**src/rtl/lms_pkg.sv**
```systemverilog
package lms_pkg;
  localparam int CMD_W = 14;

  // Packed list entry: station in the top bits, function in the low bits.
  typedef struct packed {
    logic [4:0] stn;
    logic [3:0] sub;
    logic [4:0] fn;
  } lms_cmd_t;

  typedef enum logic [1:0] {
    ST_OK  = 2'd0,
    ST_NOX = 2'd1,
    ST_LAM = 2'd2
  } lms_stat_e;

  typedef enum logic [1:0] {
    SQ_IDLE  = 2'd0,
    SQ_PRIME = 2'd1,
    SQ_RUN   = 2'd2
  } lms_state_e;

  function automatic logic fn_is_read(input logic [4:0] fn);
    return fn < 5'd8;
  endfunction
endpackage

```
**src/rtl/lms_fetch.sv**
```systemverilog
// Command fetch unit: issues reads, tracks the one outstanding word and
// holds a prefetched entry until the sequencer consumes it.
module lms_fetch #(
  parameter int ADDR_W = 4,
  parameter int CMD_W  = 14
) (
  input  logic              clk,
  input  logic              rst_n,
  input  logic              issue,
  input  logic              consume,
  input  logic              flush,
  output logic              rd_en,
  output logic [ADDR_W-1:0] rd_addr,
  input  logic [CMD_W-1:0]  rd_data,
  output logic              nxt_vld,
  output logic [CMD_W-1:0]  nxt_cmd
);
  logic [ADDR_W-1:0] ptr_q, ptr_d;
  logic              infl_q, infl_d;
  logic [CMD_W-1:0]  hold_q, hold_d;
  logic              hvld_q, hvld_d;

  assign rd_en   = issue;
  assign rd_addr = ptr_q;
  assign nxt_vld = hvld_q | infl_q;
  assign nxt_cmd = hvld_q ? hold_q : rd_data;

  always_comb begin
    ptr_d  = ptr_q;
    infl_d = issue;
    hold_d = hold_q;
    hvld_d = hvld_q;
    if (issue) ptr_d = ptr_q + 1'b1;
    if (flush) begin
      ptr_d  = '0;
      infl_d = 1'b0;
      hvld_d = 1'b0;
    end else if (consume) begin
      hvld_d = 1'b0;
    end else if (infl_q) begin
      hold_d = rd_data;
      hvld_d = 1'b1;
    end
  end

  always_ff @(posedge clk or negedge rst_n) begin
    if (!rst_n) begin
      ptr_q  <= '0;
      infl_q <= 1'b0;
      hold_q <= '0;
      hvld_q <= 1'b0;
    end else begin
      ptr_q  <= ptr_d;
      infl_q <= infl_d;
      if (infl_q && !consume) hold_q <= hold_d;
      hvld_q <= hvld_d;
    end
  end
endmodule

```
**src/rtl/lms_cyc_timer.sv**
```systemverilog
// Dataway cycle timer: counts clocks of each cycle and flags the last one.
module lms_cyc_timer #(
  parameter int CYC_CLKS = 4
) (
  input  logic clk,
  input  logic rst_n,
  input  logic run,
  output logic last
);
  localparam int CNT_W = (CYC_CLKS > 1) ? $clog2(CYC_CLKS) : 1;
  localparam logic [CNT_W-1:0] CNT_END = CNT_W'(CYC_CLKS - 1);

  logic [CNT_W-1:0] cnt_q, cnt_d;

  assign last = run && (cnt_q == CNT_END);

  always_comb begin
    cnt_d = '0;
    if (run && !last) cnt_d = cnt_q + 1'b1;
  end

  always_ff @(posedge clk or negedge rst_n) begin
    if (!rst_n) cnt_q <= '0;
    else        cnt_q <= cnt_d;
  end
endmodule

```
**src/rtl/lms_buf_wr.sv**
```systemverilog
// Output buffer writer: registers one word per accepted read.
module lms_buf_wr #(
  parameter int ADDR_W = 4,
  parameter int DATA_W = 24
) (
  input  logic              clk,
  input  logic              rst_n,
  input  logic              clear,
  input  logic              wr_req,
  input  logic [DATA_W-1:0] wr_data,
  output logic              buf_we,
  output logic [ADDR_W-1:0] buf_addr,
  output logic [DATA_W-1:0] buf_wdata
);
  logic [ADDR_W-1:0] wptr_q, wptr_d;
  logic              we_q;
  logic [ADDR_W-1:0] addr_q;
  logic [DATA_W-1:0] data_q;

  always_comb begin
    wptr_d = wptr_q;
    if (clear)       wptr_d = '0;
    else if (wr_req) wptr_d = wptr_q + 1'b1;
  end

  always_ff @(posedge clk or negedge rst_n) begin
    if (!rst_n) begin
      wptr_q <= '0;
      we_q   <= 1'b0;
      addr_q <= '0;
      data_q <= '0;
    end else begin
      wptr_q <= wptr_d;
      we_q   <= wr_req;
      if (wr_req) begin
        addr_q <= wptr_q;
        data_q <= wr_data;
      end
    end
  end

  assign buf_we    = we_q;
  assign buf_addr  = addr_q;
  assign buf_wdata = data_q;
endmodule

```
**src/rtl/lms_list_seq.sv**
```systemverilog
module lms_list_seq
  import lms_pkg::*;
#(
  parameter int DEPTH    = 16,
  parameter int DATA_W   = 24,
  parameter int CYC_CLKS = 4,
  localparam int ADDR_W  = $clog2(DEPTH),
  localparam int LEN_W   = $clog2(DEPTH + 1)
) (
  input  logic              clk,
  input  logic              rst_n,
  input  logic              start,
  input  logic [LEN_W-1:0]  list_len,
  input  logic              halt_on_lam,
  input  logic              lam,
  output logic              cmd_rd_en,
  output logic [ADDR_W-1:0] cmd_addr,
  input  logic [13:0]       cmd_rdata,
  output logic              dw_active,
  output logic              dw_strobe,
  output logic [4:0]        dw_n,
  output logic [3:0]        dw_a,
  output logic [4:0]        dw_f,
  input  logic              dw_x,
  input  logic [DATA_W-1:0] dw_rdata,
  output logic              buf_we,
  output logic [ADDR_W-1:0] buf_addr,
  output logic [DATA_W-1:0] buf_wdata,
  output logic              busy,
  output logic              done,
  output logic [1:0]        stat,
  output logic [LEN_W-1:0]  stop_idx
);
  localparam logic [LEN_W-1:0] LEN_MAX = LEN_W'(DEPTH);

  lms_state_e        state_q, state_d;
  logic [LEN_W-1:0]  idx_q, idx_d;
  logic [LEN_W-1:0]  len_q, len_d;
  lms_cmd_t          cur_q, cur_d;
  logic              lamp_q, lamp_d;
  logic              done_q, done_d;
  lms_stat_e         stat_q, stat_d;
  logic [LEN_W-1:0]  sidx_q, sidx_d;

  logic              f_issue, f_consume, f_flush, f_nvld;
  logic [CMD_W-1:0]  f_ncmd;
  logic              t_last;
  logic              start_ok;
  logic [LEN_W-1:0]  len_cl;
  logic [LEN_W:0]    idx_p1, idx_p2;
  logic              last_ent, lam_hit, adv, stop;

  lms_fetch #(.ADDR_W(ADDR_W), .CMD_W(CMD_W)) u_fetch (
    .clk     (clk),
    .rst_n   (rst_n),
    .issue   (f_issue),
    .consume (f_consume),
    .flush   (f_flush),
    .rd_en   (cmd_rd_en),
    .rd_addr (cmd_addr),
    .rd_data (cmd_rdata),
    .nxt_vld (f_nvld),
    .nxt_cmd (f_ncmd)
  );

  lms_cyc_timer #(.CYC_CLKS(CYC_CLKS)) u_timer (
    .clk   (clk),
    .rst_n (rst_n),
    .run   (state_q == SQ_RUN),
    .last  (t_last)
  );

  lms_buf_wr #(.ADDR_W(ADDR_W), .DATA_W(DATA_W)) u_bufwr (
    .clk       (clk),
    .rst_n     (rst_n),
    .clear     (start_ok),
    .wr_req    (t_last && dw_x && fn_is_read(cur_q.fn)),
    .wr_data   (dw_rdata),
    .buf_we    (buf_we),
    .buf_addr  (buf_addr),
    .buf_wdata (buf_wdata)
  );

  // Decision terms for the current cycle.
  always_comb begin
    start_ok  = (state_q == SQ_IDLE) && start;
    len_cl    = (list_len > LEN_MAX) ? LEN_MAX : list_len;
    idx_p1    = {1'b0, idx_q} + 1'b1;
    idx_p2    = {1'b0, idx_q} + 2'd2;
    last_ent  = (idx_p1 == {1'b0, len_q});
    lam_hit   = halt_on_lam && (lamp_q || lam);
    adv       = t_last && dw_x && !last_ent && !lam_hit;
    stop      = t_last && (!dw_x || last_ent || lam_hit);
    f_flush   = stop;
    f_consume = ((state_q == SQ_PRIME) && f_nvld) || adv;
    f_issue   = (start_ok && (len_cl != '0))
             || ((state_q == SQ_PRIME) && f_nvld && (len_q > LEN_W'(1)))
             || (adv && (idx_p2 < {1'b0, len_q}));
  end

  // Next-state logic.
  always_comb begin
    state_d = state_q;
    idx_d   = idx_q;
    len_d   = len_q;
    cur_d   = cur_q;
    lamp_d  = lamp_q;
    done_d  = 1'b0;
    stat_d  = stat_q;
    sidx_d  = sidx_q;
    unique case (state_q)
      SQ_IDLE: begin
        if (start_ok) begin
          len_d  = len_cl;
          idx_d  = '0;
          lamp_d = 1'b0;
          if (len_cl == '0) begin
            done_d = 1'b1;
            stat_d = ST_OK;
            sidx_d = '0;
          end else begin
            state_d = SQ_PRIME;
          end
        end
      end
      SQ_PRIME: begin
        if (halt_on_lam && lam) lamp_d = 1'b1;
        if (f_nvld) begin
          cur_d   = lms_cmd_t'(f_ncmd);
          state_d = SQ_RUN;
        end
      end
      SQ_RUN: begin
        if (halt_on_lam && lam) lamp_d = 1'b1;
        if (stop) begin
          state_d = SQ_IDLE;
          done_d  = 1'b1;
          if (!dw_x) begin
            stat_d = ST_NOX;
            sidx_d = idx_q;
          end else if (last_ent) begin
            stat_d = ST_OK;
            sidx_d = len_q;
          end else begin
            stat_d = ST_LAM;
            sidx_d = idx_p1[LEN_W-1:0];
          end
        end else if (adv) begin
          idx_d = idx_p1[LEN_W-1:0];
          cur_d = lms_cmd_t'(f_ncmd);
        end
      end
      default: state_d = SQ_IDLE;
    endcase
  end

  // State registers.
  always_ff @(posedge clk or negedge rst_n) begin
    if (!rst_n) begin
      state_q <= SQ_IDLE;
      idx_q   <= '0;
      len_q   <= '0;
      cur_q   <= '0;
      lamp_q  <= 1'b0;
      done_q  <= 1'b0;
      stat_q  <= ST_OK;
      sidx_q  <= '0;
    end else begin
      state_q <= state_d;
      idx_q   <= idx_d;
      len_q   <= len_d;
      cur_q   <= cur_d;
      lamp_q  <= lamp_d;
      done_q  <= done_d;
      stat_q  <= stat_d;
      sidx_q  <= sidx_d;
    end
  end

  assign dw_active = (state_q == SQ_RUN);
  assign dw_strobe = t_last;
  assign dw_n      = cur_q.stn;
  assign dw_a      = cur_q.sub;
  assign dw_f      = cur_q.fn;
  assign busy      = (state_q != SQ_IDLE);
  assign done      = done_q;
  assign stat      = stat_q;
  assign stop_idx  = sidx_q;
endmodule

```
**config.mk**
```make
export PLATFORM = sky130hd
export DESIGN_NAME = lms_list_seq
export DESIGN_NICKNAME = d
export VERILOG_FILES = /design/src/rtl/lms_pkg.sv /design/src/rtl/lms_fetch.sv /design/src/rtl/lms_cyc_timer.sv /design/src/rtl/lms_buf_wr.sv /design/src/rtl/lms_list_seq.sv
export SDC_FILE = /design/constraint.sdc
export NUM_CORES = 1
export LEC_CHECK = 0
export BUFFER_PORTS_ARGS = -buffer_cell sky130_fd_sc_hd__buf_2
export CAP_MARGIN = 20
export CORE_UTILIZATION = 54
export DETAILED_ROUTE_END_ITERATION = 6
export PLACE_DENSITY = 0.92
export REMOVE_ABC_BUFFERS = 1
export SLEW_MARGIN = 10
export SYNTH_ARGS = -nofsm -noshare
export SYNTH_HDL_FRONTEND = slang
export SYNTH_SLANG_ARGS = --single-unit
```
**constraint.sdc**
```tcl
create_clock -name clk -period 3.1 [get_ports clk]
set_clock_uncertainty 0.1 [all_clocks]
set_input_delay 0.62 -clock clk [delete_from_list [all_inputs] [get_ports clk]]
set_output_delay 0.62 -clock clk [all_outputs]
set_load 0.005 [all_outputs]
```
# Word-level counts from Yosys, hierarchy flattened
# Cells that the tools add are included.
# totals
regBits	90
input_bits	49
output_inout_bits	59
wordCells	130
# classes
add_sub_neg	5
magnitude_cmp	4
eq_ne	12
n_mux	43
bitwise_logic	3
reduce_logical	44
# ops
cell	n
2-to-1 mux 14 bit	4
2-to-1 mux 5 bit	9
case mux 14 bit (2 select lines)	1
2-to-1 mux 2 bit	10
case mux 5 bit (2 select lines)	2
AND reduction 4 bit	5
2-to-1 mux 4 bit	4
logical AND 1 bit	15
inequality test 2 bit (second input constant)	6
nonzero test 2 bit	6
2-to-1 mux 1 bit	9
adder 4 x 1 -> 4 bit (second input constant)	2
adder 5 x 1 -> 6 bit (second input constant)	1
adder 5 x 2 -> 6 bit (second input constant)	1
equality test 6 x 5 -> 1 bit	1
logical OR 1 bit	6
less-than comparator 6 x 5 -> 1 bit	1
case mux 2 bit (3 select lines)	1
> comparator 5 x 1 -> 1 bit (second input constant)	1
> comparator 5 bit (second input constant)	1
zero test 1 bit	5
zero test 5 bit	1
less-than comparator 5 x 4 -> 1 bit (second input constant)	1
nonzero test 5 bit	1
13 further kinds	17

# Longest topological paths before layout
# depth
depth_word	9
mapped_depth	9
ltp_nobuf	8

# By module
# Synthesis repeated with hierarchy kept, for this count alone.
# unflattened
hier_cells	345
hier_area_um2	4630.7
# modules_own_cells
module	n_inst	cells_each	area_each_um2
lms_list_seq	1	193	2152.1
lms_buf_wr	1	77	1407.6
lms_fetch	1	69	979.7
lms_cyc_timer	1	6	91.3

# Worst setup path before layout
# No wires, ideal clock.
# synth_timing
path_type	register -> output
startpoint	register idx_q[1]
endpoint	output cmd_rd_en
t_arrival_ps	1848
required_ps	2380
path_slack_ps	532
stages_incl_launch_ff	9
path_buffers	1
cell_sequence	dfrtp_1 > ha_1 > nand2b_1 > a32oi_2 > o2111ai_4 > and2_4 > buf_6 > a21oi_4 > inv_1
# synth_via
elab_chain_len	7
# synth_rtl
element	line_no	source
from (decl)	lms_list_seq.sv:37	logic [LEN_W-1:0] idx_q, idx_d;
from (signal assigned)	lms_list_seq.sv:170	idx_q <= idx_d;
branches (longest 5 deep; another with adder 5 x 2 -> 6 bit)	--	
logical AND 1 bit (*)	lms_list_seq.sv:98	|| (adv && (idx_p2 < {1'b0, len_q}));
logical OR 1 bit (*)	lms_list_seq.sv:98	
to (decl)	lms_list_seq.sv:16	output logic cmd_rd_en,
# Mark *: on every way between the ends.

# Worst setup path after layout
# layout_timing
startpoint	register idx_q[0]
endpoint	output cmd_rd_en
# The elaborated chain is that of the path after synthesis.

==> summary.txt <==
STA
  • Ratio of final minimum period to clock period: 0.969
  • Final worst setup slack: 97.0 ps
  • Crit path time final: 3000 ps
  • Final Hold Viols: 0
  • Final-report max-slew violation count: 0
  • Max Clk Rate: 333 MHz
  • Worst slew margin: 0.393
  • Worst-Margin Slew: 910 ps
  • Final setup vio count: 0

Finish
  • Area grow syn2layout: 19.6%
  • Share of cells above drive strength 1: 0.365
  • Final instance area: 5320 um^2
  • Diode count: 0
  • Nets@finish: 600

Clock tree
  • H-tree levels: 3
  • CTS root buf: clkbuf_8
  • Num CTS Buffers: 9
  • CTS tree: yes
  • CTS Sinks: 90
  • Max clock buf depth: 2
  • Worst-path clk slew: 90 ps
  • Clk_lat worst skew: 360 ps
  • CTS Hold Bufs: 0

Power
  • Cell area power density: 798 nW/um^2
  • Leakage power: 0.00279 uW
  • Peak VDD IR: 0.000329 V

Place
  • Port buffer count: 107
  • Global placement routability congestion: 0.869
  • Setup WS pre-CTS: 329 ps
  • Dpl hpwl: 7090 um
  • Post-DP Area: 5040 um^2

Route
  • TritonRoute pass-1 iters: 4
  • DR iter-0 viols: 141
  • Number of vias per cell: 5.49
  • WL/cell: 16.0 um
  • ANT nets after route: 0
  • Vias: 3544
  • # DRC: 0
  • Total wire length: 10300 um

Global route
  • Grt ovf: 0
  • GRT Resource Usage Total: 0.250
  • Vias in the first global route: 3517
  • Largest net degree at the start of global routing: 91
  • First-pass GRT wire length: 16600 um
  • Initial antenna violation count: 0

Yosys
  • #FFs+latches synth: 90
  • Post-synthesis xor/xnor area fraction: 0.0174
  • Post-synth EDFFs: 0
  • Post-synthesis sequential area ratio: 0.506
  • Synth warn: 0
  • Mux cell area share after synthesis: 0.124
  • Async set-or-reset flop fraction in the synthesized netlist: 1.00
  • Synth Flop Type: dfrtp_1
  • Cells after Synth: 425
  • Post-Synth Simple-Gate Area: 0.164
  • Mean area per synthesized cell: 10.5 um^2
  • Synth Area in Compound Gates: 0.105
  • Post-Syn Area: 4450 um^2
  • Combinational family with the most area after synthesis: simple AND/OR/NAND/NOR gates
  • Unique cell type count in the Yosys netlist: 57
  • Post-Synth Adder-Cell Area: 0.0366

Setup path
  • Slowest CP cell: dfrtp_2
  • Crit start category: flip-flop
  • WP data required: 2380 ps
  • Cell chain of the critical path: ha_2, xnor2_1, o311a_1, o2111ai_4, and2_4, a21oi_4, inv_1, buf_2
  • WP buf/inv: 2
  • CP peak stage delay: 440 ps
  • WS Path Type: flip-flop to primary output
  • Worst setup EP type: primary output
  • Crit path max-delay family: compound AO/OA/AOI/OAI gates
  • Critical path data arrival time: 2280 ps
  • CP max FO: 5

Floorplan
  • Core footprint: 7850 um^2
  • Initial Utilization: 0.567
  • Core Rows: 32
  • Die area: 8600 um^2
  • Chip Height: 92.8 um
  • Die X-Extent: 92.8 um
  • I/O pins: 108

Run
  • Maxcap violations: 0

Run status
  • Status: complete, no violations

Min path
  • Worst Hold Class: primary input to asynchronous set/reset pin
## power breakdown
part | switching, uW | total [uW] | internal, uW
logic | 832 | 1740 | 909
registers | 235 | 1740 | 1510
clock network | 424 | 761 | 337
## worst reg2reg max path: cells and delay by family (launching register included)
| kind | cells | cell delay (ps) |
|---|---|---|
| buf+inv | 3 | 580 |
| flops | 1 | 470 |
| compound gates | 3 | 670 |
| simple gates | 2 | 190 |
| fa+ha+maj | 1 | 250 |
| mux | 1 | 390 |
## sequential cells by signal, indices dropped and copies added (netlist names), 5 cells and up
register	cells
dw_f	5
dw_n	5
idx_q	5
len_q	5
stop_idx	5
u_bufwr.buf_wdata	24
u_fetch.hold_q	14
## cells in the mapped netlist, types with 2 or more instances
library cell,count,area (um^2)
o211ai_1,4,30.0
buf_2,4,20.0
nand2b_1,6,37.5
a31oi_1,7,43.8
o31ai_1,2,15.0
nand3_1,11,55.1
xnor2_1,5,43.8
buf_6,3,33.8
xor2_1,2,17.5
o21ai_0,12,60.1
mux2i_1,3,30.0
nor2_1,10,37.5
nand3b_1,7,52.6
o21ai_1,4,20.0
a21oi_1,9,45.0
o22ai_1,3,18.8
o21ai_2,2,17.5
buf_1,3,11.3
nor2b_1,4,25.0
clkbuf_1,8,30.0
and2_4,2,17.5
nor3_1,2,10.0
mux2_2,32,360
inv_1,22,82.6
mux2_4,10,150
and3_1,3,18.8
ha_1,13,163
dfrtp_1,90,2250
a211oi_1,3,22.5
nand4_1,2,12.5
nand2_1,111,417
## layer usage
layer | global-route usage | share of wire | wire, um | vias up
met5 | 0 | 0 | 0 | -
met4 | 0.104 | 0.016 | 167 | 0
met3 | 0.0468 | 0.063 | 651 | 15
met2 | 0.413 | 0.49 | 5110 | 134
met1 | 0.322 | 0.43 | 4400 | 1728
li1 | - | - | - | 1667
## logic make-up (layout without fill, tap and decap cells)
group           after synthesis  in the layout
buf+inv                      42            160
mux                          46             46
xor+xnor                      8              8
compound gates               61             61
fa+ha+maj                    13             13
simple gates                165            165
flops                        90             90
## cell type report
class	count	area [um^2]
fill	604	2530
sequential	90	2260
multi-input combinational	293	2000
timing repair buffer	122	671
clock buffer	11	151
tap	102	128
inverter	22	82.6
clock inverter	5	36.3
## what timing repair did
item | CTS | global route
cloned | 0 | 0
pin swaps | 0 | 4
hold endpoints to repair | 0 | 0
buffers inserted | 0 | 8
resized for setup | 2 | 4
setup endpoints to repair | 1 | 1
## path summary, 6_finish.rpt
| check | start | endpoint | slack (ps) | depth (start not counted) |
|---|---|---|---|---|
| setup / recovery | idx_q[0] | cmd_rd_en | 100 | 8 |
| hold / removal | rst_n | u_fetch.hold_q[6] | 120 | 1 |
| setup reg to reg | idx_q[2] | dw_n[1] | 350 | 10 |
| hold reg to reg | u_timer.cnt_q[0] | u_timer.cnt_q[0] | 350 | 1 |
| max in group asynchronous | rst_n | idx_q[2] | 2130 | 2 |
| min in group clk | dw_rdata[17] | u_bufwr.buf_wdata[17] | 350 | 3 |
## stage by stage
step | utilization | setup TNS [ps] | power, uW | std cells | hold slack [ps]
3_3_place_gp | 0.642 | 0 | 3310 | 620 | 323
4_1_cts | 0.666 | 0 | 4200 | 636 | 337
3_5_place_dp | 0.642 | 0 | 3420 | 620 | 335
5_1_grt | 0.678 | -17.4 | 4510 | 645 | 143
2_1_floorplan | - | -20.1 | 2840 | 405 | 224
6_report | 0.678 | 0 | 4250 | 645 | 119
## cell usage in the layout (no fill, tap or decap), drive strengths merged, types with 2 or more instances in the layout
| cell | Yosys | layout |
|---|---|---|
| xnor2 | 5 | 5 |
| mux2i | 3 | 3 |
| and2 | 4 | 4 |
| buf | 12 | 122 |
| nand2 | 112 | 112 |
| a21oi | 10 | 10 |
| a211oi | 3 | 3 |
| a31oi | 7 | 7 |
| o22ai | 3 | 3 |
| nand4 | 2 | 2 |
| a32oi | 2 | 2 |
| nand2b | 6 | 6 |
| clkbuf | 8 | 11 |
| ha | 13 | 13 |
| nor3 | 2 | 2 |
| o21ai | 18 | 18 |
| a221oi | 2 | 2 |
| clkinvlp | 0 | 3 |
| nand3 | 11 | 11 |
| nor2 | 10 | 10 |
| and3 | 3 | 3 |
| mux2 | 43 | 43 |
| o31ai | 2 | 2 |
| nand3b | 7 | 7 |
| o211ai | 4 | 4 |
| nor2b | 4 | 4 |
| inv | 22 | 23 |
| dfrtp | 90 | 90 |
| xor2 | 3 | 3 |
Note: power is estimated with default switching activity, not from simulation.
